### config.mk
export PLATFORM = sky130hd
export DESIGN_NAME = irq_cause_ctrl
export DESIGN_NICKNAME = d
export VERILOG_FILES = /design/src/rtl/irq_cause_ctrl.sv
export SDC_FILE = /design/constraint.sdc
export NUM_CORES = 1
export LEC_CHECK = 0
export CAP_MARGIN = 20
export CORE_ASPECT_RATIO = 2
export CORE_MARGIN = 2
export CORE_UTILIZATION = 35
export CTS_BUF_LIST = sky130_fd_sc_hd__clkbuf_8
export DETAILED_ROUTE_END_ITERATION = 8
export DONT_BUFFER_PORTS = 1
export SKIP_LAST_GASP = 1
export SLEW_MARGIN = 30
export SYNTH_ARGS = -nofsm -noshare
export SYNTH_HDL_FRONTEND = slang
export SYNTH_SLANG_ARGS = --single-unit
### constraint.sdc
create_clock -name clk_i -period 1.25 [get_ports clk_i]
set_input_delay 0.0625 -clock clk_i [delete_from_list [all_inputs] [get_ports clk_i]]
set_output_delay 0.0625 -clock clk_i [all_outputs]
set_load 0.1 [all_outputs]
### src/rtl/irq_cause_ctrl.sv
module irq_cause_ctrl #(
  parameter int NVEC = 4,
  localparam int VW = (NVEC > 1) ? $clog2(NVEC) : 1
) (
  input  logic          clk_i,
  input  logic          rst_ni,
  input  logic          wr_en_i,
  input  logic          rd_en_i,
  input  logic [2:0]    addr_i,
  input  logic [31:0]   wdata_i,
  output logic [31:0]   rdata_o,
  input  logic [31:0]   hw_evt_i,
  input  logic [3:0]    pin_i,
  output logic          irq_o,
  output logic          msg_req_o,
  output logic [VW-1:0] msg_vec_o,
  input  logic          msg_ack_i
);
  localparam logic [31:0] CTRL_BITS = 32'hC00F_0F01;
  localparam int PIN_BASE = 24;

  logic [31:0] cause_q, mask_q, amask_q, ctrl_q;
  logic [NVEC-1:0] pend_q, pend_d, act, cand, pba_clr;
  logic [NVEC-1:0][31:0] vmap;
  logic [3:0] s1_q, s2_q, gpi;
  logic req_q, issue, ack_fire, cause_acc;
  logic [VW-1:0] vec_q, pick;
  logic [31:0] w1c, cset, mset, mclr, am_clr;

  for (genvar v = 0; v < NVEC; v++) begin : g_vec
    for (genvar i = 0; i < 32; i++) begin : g_bit
      assign vmap[v][i] = ((i % NVEC) == v);
    end
    assign act[v]     = |(cause_q & mask_q & vmap[v]);
    assign pba_clr[v] = |(mset & vmap[v]);
  end

  assign cand = act & ~pend_q;

  always_comb begin
    pick = '0;
    for (int v = NVEC - 1; v >= 0; v--)
      if (cand[v]) pick = VW'(v);
  end

  assign w1c  = (wr_en_i && addr_i == 3'd0) ? wdata_i : '0;
  assign cset = (wr_en_i && addr_i == 3'd1) ? wdata_i : '0;
  assign mset = (wr_en_i && addr_i == 3'd2) ? wdata_i : '0;
  assign mclr = (wr_en_i && addr_i == 3'd3) ? wdata_i : '0;
  assign cause_acc = (wr_en_i || rd_en_i) && (addr_i == 3'd0 || addr_i == 3'd1);
  assign ack_fire = req_q && msg_ack_i;
  assign issue = ctrl_q[0] && !req_q && (|cand);
  assign gpi = s2_q & ctrl_q[11:8] & ctrl_q[19:16];

  assign am_clr = ((cause_acc && !ctrl_q[30]) ? amask_q : '0)
                | ((ack_fire && ctrl_q[30]) ? (amask_q & vmap[vec_q]) : '0);

  always_comb begin
    pend_d = pend_q;
    if (ctrl_q[31]) pend_d = pend_d & ~pba_clr;
    if (ack_fire) pend_d[vec_q] = 1'b0;
    if (issue) pend_d[pick] = 1'b1;
  end

  always_ff @(posedge clk_i) begin
    if (!rst_ni) begin
      cause_q <= '0;
      mask_q  <= '0;
      amask_q <= '0;
      ctrl_q  <= '0;
      pend_q  <= '0;
      s1_q    <= '0;
      s2_q    <= '0;
      req_q   <= 1'b0;
      vec_q   <= '0;
    end else begin
      s1_q    <= pin_i;
      s2_q    <= s1_q;
      cause_q <= (cause_q & ~w1c) | cset | hw_evt_i | (32'(gpi) << PIN_BASE);
      mask_q  <= (mask_q | mset) & ~mclr & ~am_clr;
      if (wr_en_i && addr_i == 3'd4) amask_q <= wdata_i;
      if (wr_en_i && addr_i == 3'd5) ctrl_q <= wdata_i & CTRL_BITS;
      pend_q  <= pend_d;
      if (ack_fire) req_q <= 1'b0;
      else if (issue) begin
        req_q <= 1'b1;
        vec_q <= pick;
      end
    end
  end

  always_comb begin
    case (addr_i)
      3'd0, 3'd1: rdata_o = cause_q;
      3'd2, 3'd3: rdata_o = mask_q;
      3'd4:       rdata_o = amask_q;
      3'd5:       rdata_o = ctrl_q;
      3'd6:       rdata_o = 32'(pend_q);
      default:    rdata_o = '0;
    endcase
  end

  assign irq_o     = !ctrl_q[0] && (|(cause_q & mask_q));
  assign msg_req_o = req_q;
  assign msg_vec_o = vec_q;
endmodule

==> results of run 1 <==
==> state kept, by name, summed over array words and instances, names as in the netlist, 2 cells and up <==
signal	cells
amask_q	32
cause_q	32
mask_q	32
ctrl_q	11
pend_q	4
s1_q	4
s2_q	4
msg_vec_o	2
==> routing by layer <==
metal / wire, µm / track usage, % / part of all wire (%) / vias to the layer above
met5: 0 / 0 / 0 / -
met4: 1940 / 21.6 / 7.1 / 0
met3: 1910 / 5.57 / 7.0 / 110
met2: 14200 / 51.6 / 52 / 364
met1: 9070 / 32.2 / 33 / 3330
li1: - / - / - / 3041
==> worst paths after layout <==
path	start	to	cells after the start
hold / removal	wdata_i[18]	pend_q[2]	3
setup reg to reg	cause_q[17]	pend_q[3]	6
hold reg to reg	s1_q[3]	s2_q[3]	1
setup / recovery	cause_q[18]	irq_o	6
==> cells by family after synthesis <==
| logic type | share of synthesized area (%) |
|---|---|
| simple gates | 20.3 |
| flops | 40.8 |
| mux | 7.93 |
| compound gates | 26.4 |
| buf+inv | 4.54 |
==> power groups by stage <==
| stage | Sequential [mW] | Combinational, mW | Clock, mW |
|---|---|---|---|
| global route | 4.18 | 2.47 | 3.67 |
| global placement | 4.20 | 1.65 | 0 |
| finish | 4.16 | 2.38 | 3.48 |
| CTS | 4.15 | 2.27 | 3.50 |
| detailed placement | 4.21 | 1.67 | 0 |
| floorplan | 4.21 | 1.13 | 0 |
==> timing repair <==
action / in CTS / in global routing
buffers inserted: 19 / 16
pin swaps: 28 / 40
resized for setup: 211 / 65
hold endpoints to repair: 121 / 1
hold buffers: 77 / 4
endpoints found under the setup margin: 68 / 70
==> cells in the mapped netlist, drive strengths merged <==
cell     count
buf         34
mux2         1
nand4        2
o21a         1
a22oi       16
o2bb2ai      1
nand3        2
inv          4
o22ai       14
a31o         1
nand2      218
a21oi       83
mux4         1
clkbuf      13
a211oi      33
mux2i       44
and2         9
dfxtp      122
nor2b        2
nand2b       6
o32a         1
o211ai       2
a221oi      28
a31oi        8
o21bai       2
a41oi        1
o21ai       24
or2          2
nor3         5
o31ai        2
o32ai        1
and4bb       1
nor2        33
o221a        1
nor4         8
nor3b        1
==> layout make-up <==
type                       count  area share, %
tap                          207           2.47
multi-input combinational    554           43.3
inverter                       4          0.143
clock inverter                11           1.00
sequential                   122           24.5
antenna                        6          0.143
timing repair buffer         237           25.8
clock buffer                  20           2.63
==> per-stage QoR <==
stage	instances	area [µm²]
after floorplan	727	6480
after global placement	1021	7990
after detailed placement	1021	7990
after CTS	1145	10100
after global routing	1157	10500
final	1161	10500
==> critical path: cells and delay by family (launching register included) <==
family	cells	cell delay, ps
simple gates	2	370
compound gates	2	280
buf+inv	2	330
flops	1	330
==> flow_summary.yaml, run 1 <==
run_status:
  outcome: "finished with violations"
  violations: "negative setup slack"
yosys:
  synthesis.nets: 803
  synth_area_leader_cell: "dfxtp_1"
  ys_seq_elements: 122
  syn_area_um2: 5980
  ys_warn_count: 0
  avgSynthCellArea_um2: 8.23
  syn_inst: 727
  yosysSeqAreaShare_pct: 40.8
  ys_types: 50
  synthTopCellsByArea: "dfxtp_1 41%, nand2_1 14%, mux2i_1 7.4%, a21oi_1 6.9%, a221oi_2 6.5%"
  yosys.area.top_type_share_pct: 40.8
sta:
  relSlewSlack_pct: 61.2
  fin_tns_setup_ps: -7470
  skew_ps: 12.0
  setup_viol: 41
  fin_crit_ps: 1820
  hold_ws_ps: 3.96
  tightestPinTransition_ps: 580
  worst_slack_ps: -572
  slew_violations: 0
  rsz0062_at_grt: "yes"
  fin_crit_sh_pct: 146
  hold_viol: 0
  clock.fmax_mhz: 549
detailed_routing:
  drt_wl_total_um: 27200
  drc: 0
  dr.pass1.iters: 5
  drt-vias-per-instance: 5.90
  drtAntennaViolNets: 0
  drt_iter0_drc: 452
  vias: 6845
  avgRoutedWirePerCell_um: 23.4
worst_setup_path:
  worstPathArrival_ps: 1760
  crit_type: "flop to output port"
  crit_path_end_kind: "output port"
  cp_data_required_time_ps: 1190
  crit_slowest_cell: "dfxtp_2"
  reg2reg_slack_ps: -350
  slowest_delay_ps: 330
  crit_fanout: 2
  crit_chain: "a22oi_2 > buf_4 > nand2_2 > nor3_4 > a21oi_4 > buf_12"
  startpoint_type: "flop"
clock_network:
  cts_tree: "yes"
  root_buffer: "clkbuf_8"
  clk_pin_slew_worst_paths_ps: 70
  clockBufferDepth: 2
  cts_sinks: 122
  numCtsBuffers: 17
  clock_latency_ps: 450
  cts_max_level: 4
global_route:
  grt_overflow_total: 0
  grt_pass1_vias: 7216
  grt_pass1_wl_um: 40500
  grt_usage_pct: 30.2
  antenna_found_initial: 1
  grt_max_degree: 50
placed_design:
  gp_congestion: 0.956
  dpl.hpwl_um: 17500
  numPortBuffers: 0
  post-place-ws_ps: -290
floorplan:
  io_pins: 112
  core_um2: 16800
  die_area_um2: 18200
  rows: 67
  start_util_pct: 35.7
  die_x_um: 96.4
  die_h_um: 189
power:
  p_per_area_nw_per_um2: 957
  net-switching-power_mw: 3.00
  vdd_drop_max_uv: 683
  power.total_mw: 10.0
  comb_power_share_pct: 23.7
  sw_frac_of_total_pct: 30.0
  power.leakage_nw: 3.64
  p_int_mw: 7.02
  pwr-share-clk_pct: 34.7
  p_seq_share_pct: 41.5
finish:
  area_growth_pct: 75.1
  fillers: 1352
  multiInputGateArea_um2: 4540
  nNetsFinal: 1012
  regArea_um2: 2570
  drive_gt1_share_pct: 48.4
  final_common_cell: "nand2_1"
  final_cell_mix: "213 x nand2_1, 86 x dfxtp_2, 79 x a21oi_1"
  utilization_pct: 62.5
flow_run:
  cap_viol_max_count: 0
worst_hold_path:
  hp-class: "input pin to flop"
Power figures use the tool's default switching activity.
==> run 2, diff against run 1 <==
--- a/config.mk
+++ b/config.mk
@@ -8,7 +8,7 @@
 export CAP_MARGIN = 20
 export CORE_ASPECT_RATIO = 2
 export CORE_MARGIN = 2
-export CORE_UTILIZATION = 35
+export CORE_UTILIZATION = 45
 export CTS_BUF_LIST = sky130_fd_sc_hd__clkbuf_8
 export DETAILED_ROUTE_END_ITERATION = 8
 export DONT_BUFFER_PORTS = 1
==> flow_summary.yaml, run 2 (synthesis results as in run 1) <==
worst_setup_path:
  reg2reg_slack_ps: -310
  worstPathArrival_ps: 1860
  cp_data_required_time_ps: 1190
  crit_path_end: "irq_o"
  startpoint_type: "flop"
  crit_fanout: 2
  startpoint: "cause_q[8]"
  crit_type: "flop to output port"
  r2r_end: "pend_q[3]"
  crit_path_end_kind: "output port"
  worstRegToRegCells: 6
  r2r_start: "cause_q[17]"
global_route:
  grt_usage_pct: 38.8
  antenna_found_initial: 3
  grt_pass1_wl_um: 41400
  grt_overflow_total: 0
  grt_pass1_vias: 7193
  grt_max_degree: 50
clock_network:
  clockBufferDepth: 2
  cts_tree: "yes"
  cts_max_level: 4
  numCtsBuffers: 17
  cts_sinks: 122
  root_buffer: "clkbuf_8"
  clock_latency_ps: 440
  clk_pin_slew_worst_paths_ps: 80
power:
  power.leakage_nw: 3.59
  vdd_drop_max_uv: 961
  power.total_mw: 9.84
  p_per_area_nw_per_um2: 954
sta:
  worst_slack_ps: -669
  fin_tns_setup_ps: -7710
  fin_crit_sh_pct: 154
  hold_viol: 0
  setup_viol: 50
  slew_violations: 0
  fin_crit_ps: 1920
  skew_ps: 13.5
  rsz0062_at_grt: "yes"
  tightestPinTransition_ps: 499
  relSlewSlack_pct: 66.5
  clock.fmax_mhz: 521
floorplan:
  die_area_um2: 14300
  rows: 59
  io_pins: 112
  start_util_pct: 46.0
  die_h_um: 167
  core_um2: 13000
  die_x_um: 85.5
finish:
  final_cell_mix: "214 x nand2_1, 81 x a21oi_1, 75 x dfxtp_2"
  final_common_cell: "nand2_1"
  reg_top3: "amask_q x32, cause_q x32, mask_q x32"
  area_growth_pct: 72.4
  nNetsFinal: 1007
  fin_cells: 1098
  drive_gt1_share_pct: 48.3
  stdcell_area_um2: 10300
run_status:
  violations: "negative setup slack"
  outcome: "finished with violations"
detailed_routing:
  drt_iter0_drc: 500
  avgRoutedWirePerCell_um: 25.5
  dr.pass1.iters: 5
  drtAntennaViolNets: 0
  drt_wl_total_um: 28000
  vias: 6927
  drt-vias-per-instance: 6.31
  drc: 0
placed_design:
  gp_congestion: 0.895
  dpl_cell_area_um2: 7990
  dp.cells: 973
  numPortBuffers: 0
  dpl.hpwl_um: 17200
worst_hold_path:
  hp-class: "input pin to flop"
flow_run:
  cap_viol_max_count: 0
==> run 2: timing repair <==
item | in CTS | in global routing
hold endpoints to repair | 122 | 0
hold buffers | 74 | 0
gates resized for setup | 225 | 47
pin swaps | 40 | 46
buffers inserted | 18 | 9
setup endpoints to repair | 60 | 72
==> run 2: worst max-delay path, stage by stage (launching register included) <==
cell	delay, ps
dfxtp_2	340
a22oi_2	270
nand4_1	230
nor3_2	290
a21oi_4	100
buf_12	180
==> run 2: worst min path at each step <==
stage                  from     endpoint  slack [ps]  cells past startpoint
2_1_floorplan  hw_evt_i[13]  cause_q[13]         180                      2
3_3_place_gp   hw_evt_i[15]  cause_q[15]         180                      2
3_5_place_dp   hw_evt_i[15]  cause_q[15]         180                      2
4_1_cts             rd_en_i   mask_q[28]           1                      4
5_1_grt             rd_en_i   mask_q[26]          30                      4
6_report        wdata_i[13]    pend_q[1]          30                      4
==> run 2: cell type report <==
| cell class | count | area, µm² |
|---|---|---|
| Multi-Input combinational cell | 554 | 4500 |
| Fill cell | 839 | 2680 |
| Clock inverter | 14 | 114 |
| Tap cell | 152 | 190 |
| Sequential cell | 122 | 2580 |
| Timing Repair Buffer | 232 | 2660 |
| Antenna cell | 2 | 5.00 |
| Inverter | 4 | 15.0 |
| Clock buffer | 18 | 248 |
==> run 2: per-layer routing <==
| layer | part of all wire (%) | track usage [%] | up-vias | wire, µm |
|---|---|---|---|---|
| met5 | 0 | 0 | - | 0 |
| met4 | 8.1 | 26.2 | 0 | 2280 |
| met3 | 7.6 | 8.03 | 147 | 2130 |
| met2 | 51 | 66.6 | 416 | 14200 |
| met1 | 33 | 41.7 | 3314 | 9350 |
| li1 | - | - | 3050 | - |
==> run 2: metrics by stage <==
stage          utilization (%)  hold slack (ps)  setup slack, ps
2_1_floorplan                -              176             -107
5_1_grt                   79.4             28.9             -715
4_1_cts                   77.6             1.32             -667
3_3_place_gp              61.5              177             -285
6_report                  79.4             30.6             -669
3_5_place_dp              61.5              183             -287
==> run 2: where the power goes <==
group	internal, mW	switching [mW]	total (mW)	leakage (nW)
clock network	1.46	1.82	3.29	0.178
registers	4.03	0.127	4.15	1.03
logic	1.09	1.31	2.40	2.38
total	6.58	3.26	9.84	3.59
==> run 3, diff against run 2 <==
--- a/config.mk
+++ b/config.mk
@@ -12,6 +12,7 @@
 export CTS_BUF_LIST = sky130_fd_sc_hd__clkbuf_8
 export DETAILED_ROUTE_END_ITERATION = 8
 export DONT_BUFFER_PORTS = 1
+export PLACE_DENSITY = 0.65
 export SKIP_LAST_GASP = 1
 export SLEW_MARGIN = 30
 export SYNTH_ARGS = -nofsm -noshare
==> flow_summary.yaml, run 3 (synthesis results as in run 1) <==
run_status:
  outcome: "finished with violations"
  violations: "negative setup slack"
worst_setup_path:
  r2r_end: "msg_req_o"
  worstPathArrival_ps: 1760
  crit_fanout: 2
  path_delay_family: "simple AND/OR/NAND/NOR gates"
  reg2reg_slack_ps: -420
  crit_path_end: "irq_o"
  worstRegToRegCells: 8
  worst-path-buf-inv: 1
  path_depth: 5
  startpoint_type: "flop"
  crit_path_end_kind: "output port"
  crit_chain: "a22oi_2 > nand4_1 > nor3_4 > a21oi_4 > buf_12"
  r2r_start: "cause_q[17]"
  crit_type: "flop to output port"
  slowest_delay_ps: 330
  cp_data_required_time_ps: 1190
  startpoint: "cause_q[8]"
  crit_slowest_cell: "dfxtp_2"
detailed_routing:
  drtAntennaViolNets: 0
  drt_wl_total_um: 27500
  drc: 0
  avgRoutedWirePerCell_um: 25.0
  dr.pass1.iters: 6
  drt_iter0_drc: 730
  drt-vias-per-instance: 6.46
  vias: 7108
sta:
  tightestPinTransition_ps: 451
  slew_violations: 0
  fin_crit_ps: 1820
  worst_slack_ps: -574
  clock.fmax_mhz: 548
  skew_ps: 18.1
  hold_viol: 0
  fin_crit_sh_pct: 146
  rsz0062_at_grt: "yes"
  relSlewSlack_pct: 69.8
  setup_viol: 41
finish:
  reg_top3: "amask_q x32, cause_q x32, mask_q x32"
  final_cell_mix: "214 x nand2_1, 84 x dfxtp_2, 81 x a21oi_1"
  utilization_pct: 80.2
  stdcell_area_um2: 10400
  drive_gt1_share_pct: 47.4
  nNetsFinal: 1009
  final_common_cell: "nand2_1"
  area_growth_pct: 74.1
worst_hold_path:
  hp-start: "wr_en_i"
  hp-class: "input pin to flop"
placed_design:
  dpl.hpwl_um: 16200
  numPortBuffers: 0
  dpl_cell_area_um2: 7930
  gp_congestion: 0.973
global_route:
  grt_max_degree: 57
  grt_pass1_wl_um: 40700
  grt_pass1_vias: 7518
  grt_overflow_total: 0
  grt_usage_pct: 37.5
  antenna_found_initial: 2
floorplan:
  die_x_um: 85.5
  die_area_um2: 14300
  die_h_um: 167
  rows: 59
  io_pins: 112
  core_um2: 13000
  start_util_pct: 46.0
clock_network:
  root_buffer: "clkbuf_8"
  clockBufferDepth: 2
  cts_sinks: 122
  numCtsBuffers: 17
  clock_latency_ps: 460
  cts_max_level: 4
  cts_tree: "yes"
  clk_pin_slew_worst_paths_ps: 80
power:
  vdd_drop_max_uv: 919
  power.leakage_nw: 3.67
  p_per_area_nw_per_um2: 1010
flow_run:
  cap_viol_max_count: 0
run 3: cell types whose count changed in the layout (fill, tap and decap cells not counted), moves of 3 or more:
| cell | change |
|---|---|
| dlygate4sd3_1 | +3 |
| buf_6 | -4 |
| dfxtp_4 | -6 |
| a211oi_2 | -7 |
| clkinv_4 | -3 |
| bufinv_16 | +4 |
| dfxtp_1 | -3 |
| mux2i_2 | -3 |
| dfxtp_2 | +9 |
| dlymetal6s4s_1 | +3 |
| a211oi_1 | +5 |
run 3: layer usage:
metal	routed length (µm)	global-route usage (%)	vias up
met1	8970	39.9	3399
met2	13900	62.9	512
met3	2360	7.73	164
li1	-	-	3031
met5	15	0	-
met4	2290	28.8	2
run 3: tightest hold or removal path, cell delays in order:
cell,delay [ps]
nand2b_4,70
nor2_2,70
buf_12,150
nand2_1,60
a21oi_1,50
run 3: final cells by class:
class / instances / area, µm²
sequential: 122 / 2570
clock buffer: 18 / 248
clock inverter: 14 / 193
fill: 719 / 2580
tap: 152 / 190
antenna: 2 / 5.00
inverter: 4 / 15.0
multi-input combinational: 554 / 4490
timing repair buffer: 234 / 2710
run 3: power breakdown:
group          switching [mW]  internal (mW)  leakage (nW)
registers               0.127           4.04          1.03
logic                    1.32           1.10          2.42
clock network            1.73           2.23         0.218
run 3: through the flow:
| stage | total power, mW | setup TNS (ps) | setup WS, ps | std cells | hold WS [ps] |
|---|---|---|---|---|---|
| after floorplan | 5.34 | -727 | -107 | 727 | 176 |
| after global placement | 5.85 | -1380 | -215 | 964 | 178 |
| after detailed placement | 5.88 | -2160 | -288 | 964 | 184 |
| after CTS | 10.4 | -7130 | -553 | 1088 | 1.02 |
| after global routing | 10.8 | -9820 | -653 | 1100 | 48.1 |
| final | 10.6 | -8170 | -574 | 1100 | 49.4 |
run 3: worst min-delay path by stage:
stage	endpoint	slack (ps)	depth (start not counted)
finish	amask_q[16]	50	5
global route	pend_q[3]	50	3
CTS	pend_q[3]	1	3
detailed placement	cause_q[22]	180	2
global placement	cause_q[19]	180	2
floorplan	cause_q[13]	180	2
run 3: repair_timing:
item / 4_1_cts / 5_1_grt
pin swaps: 35 / 27
hold buffers: 80 / 0
endpoints found under the hold margin: 122 / 0
gates resized for setup: 208 / 55
setup endpoints to repair: 68 / 70
buffers inserted: 13 / 14
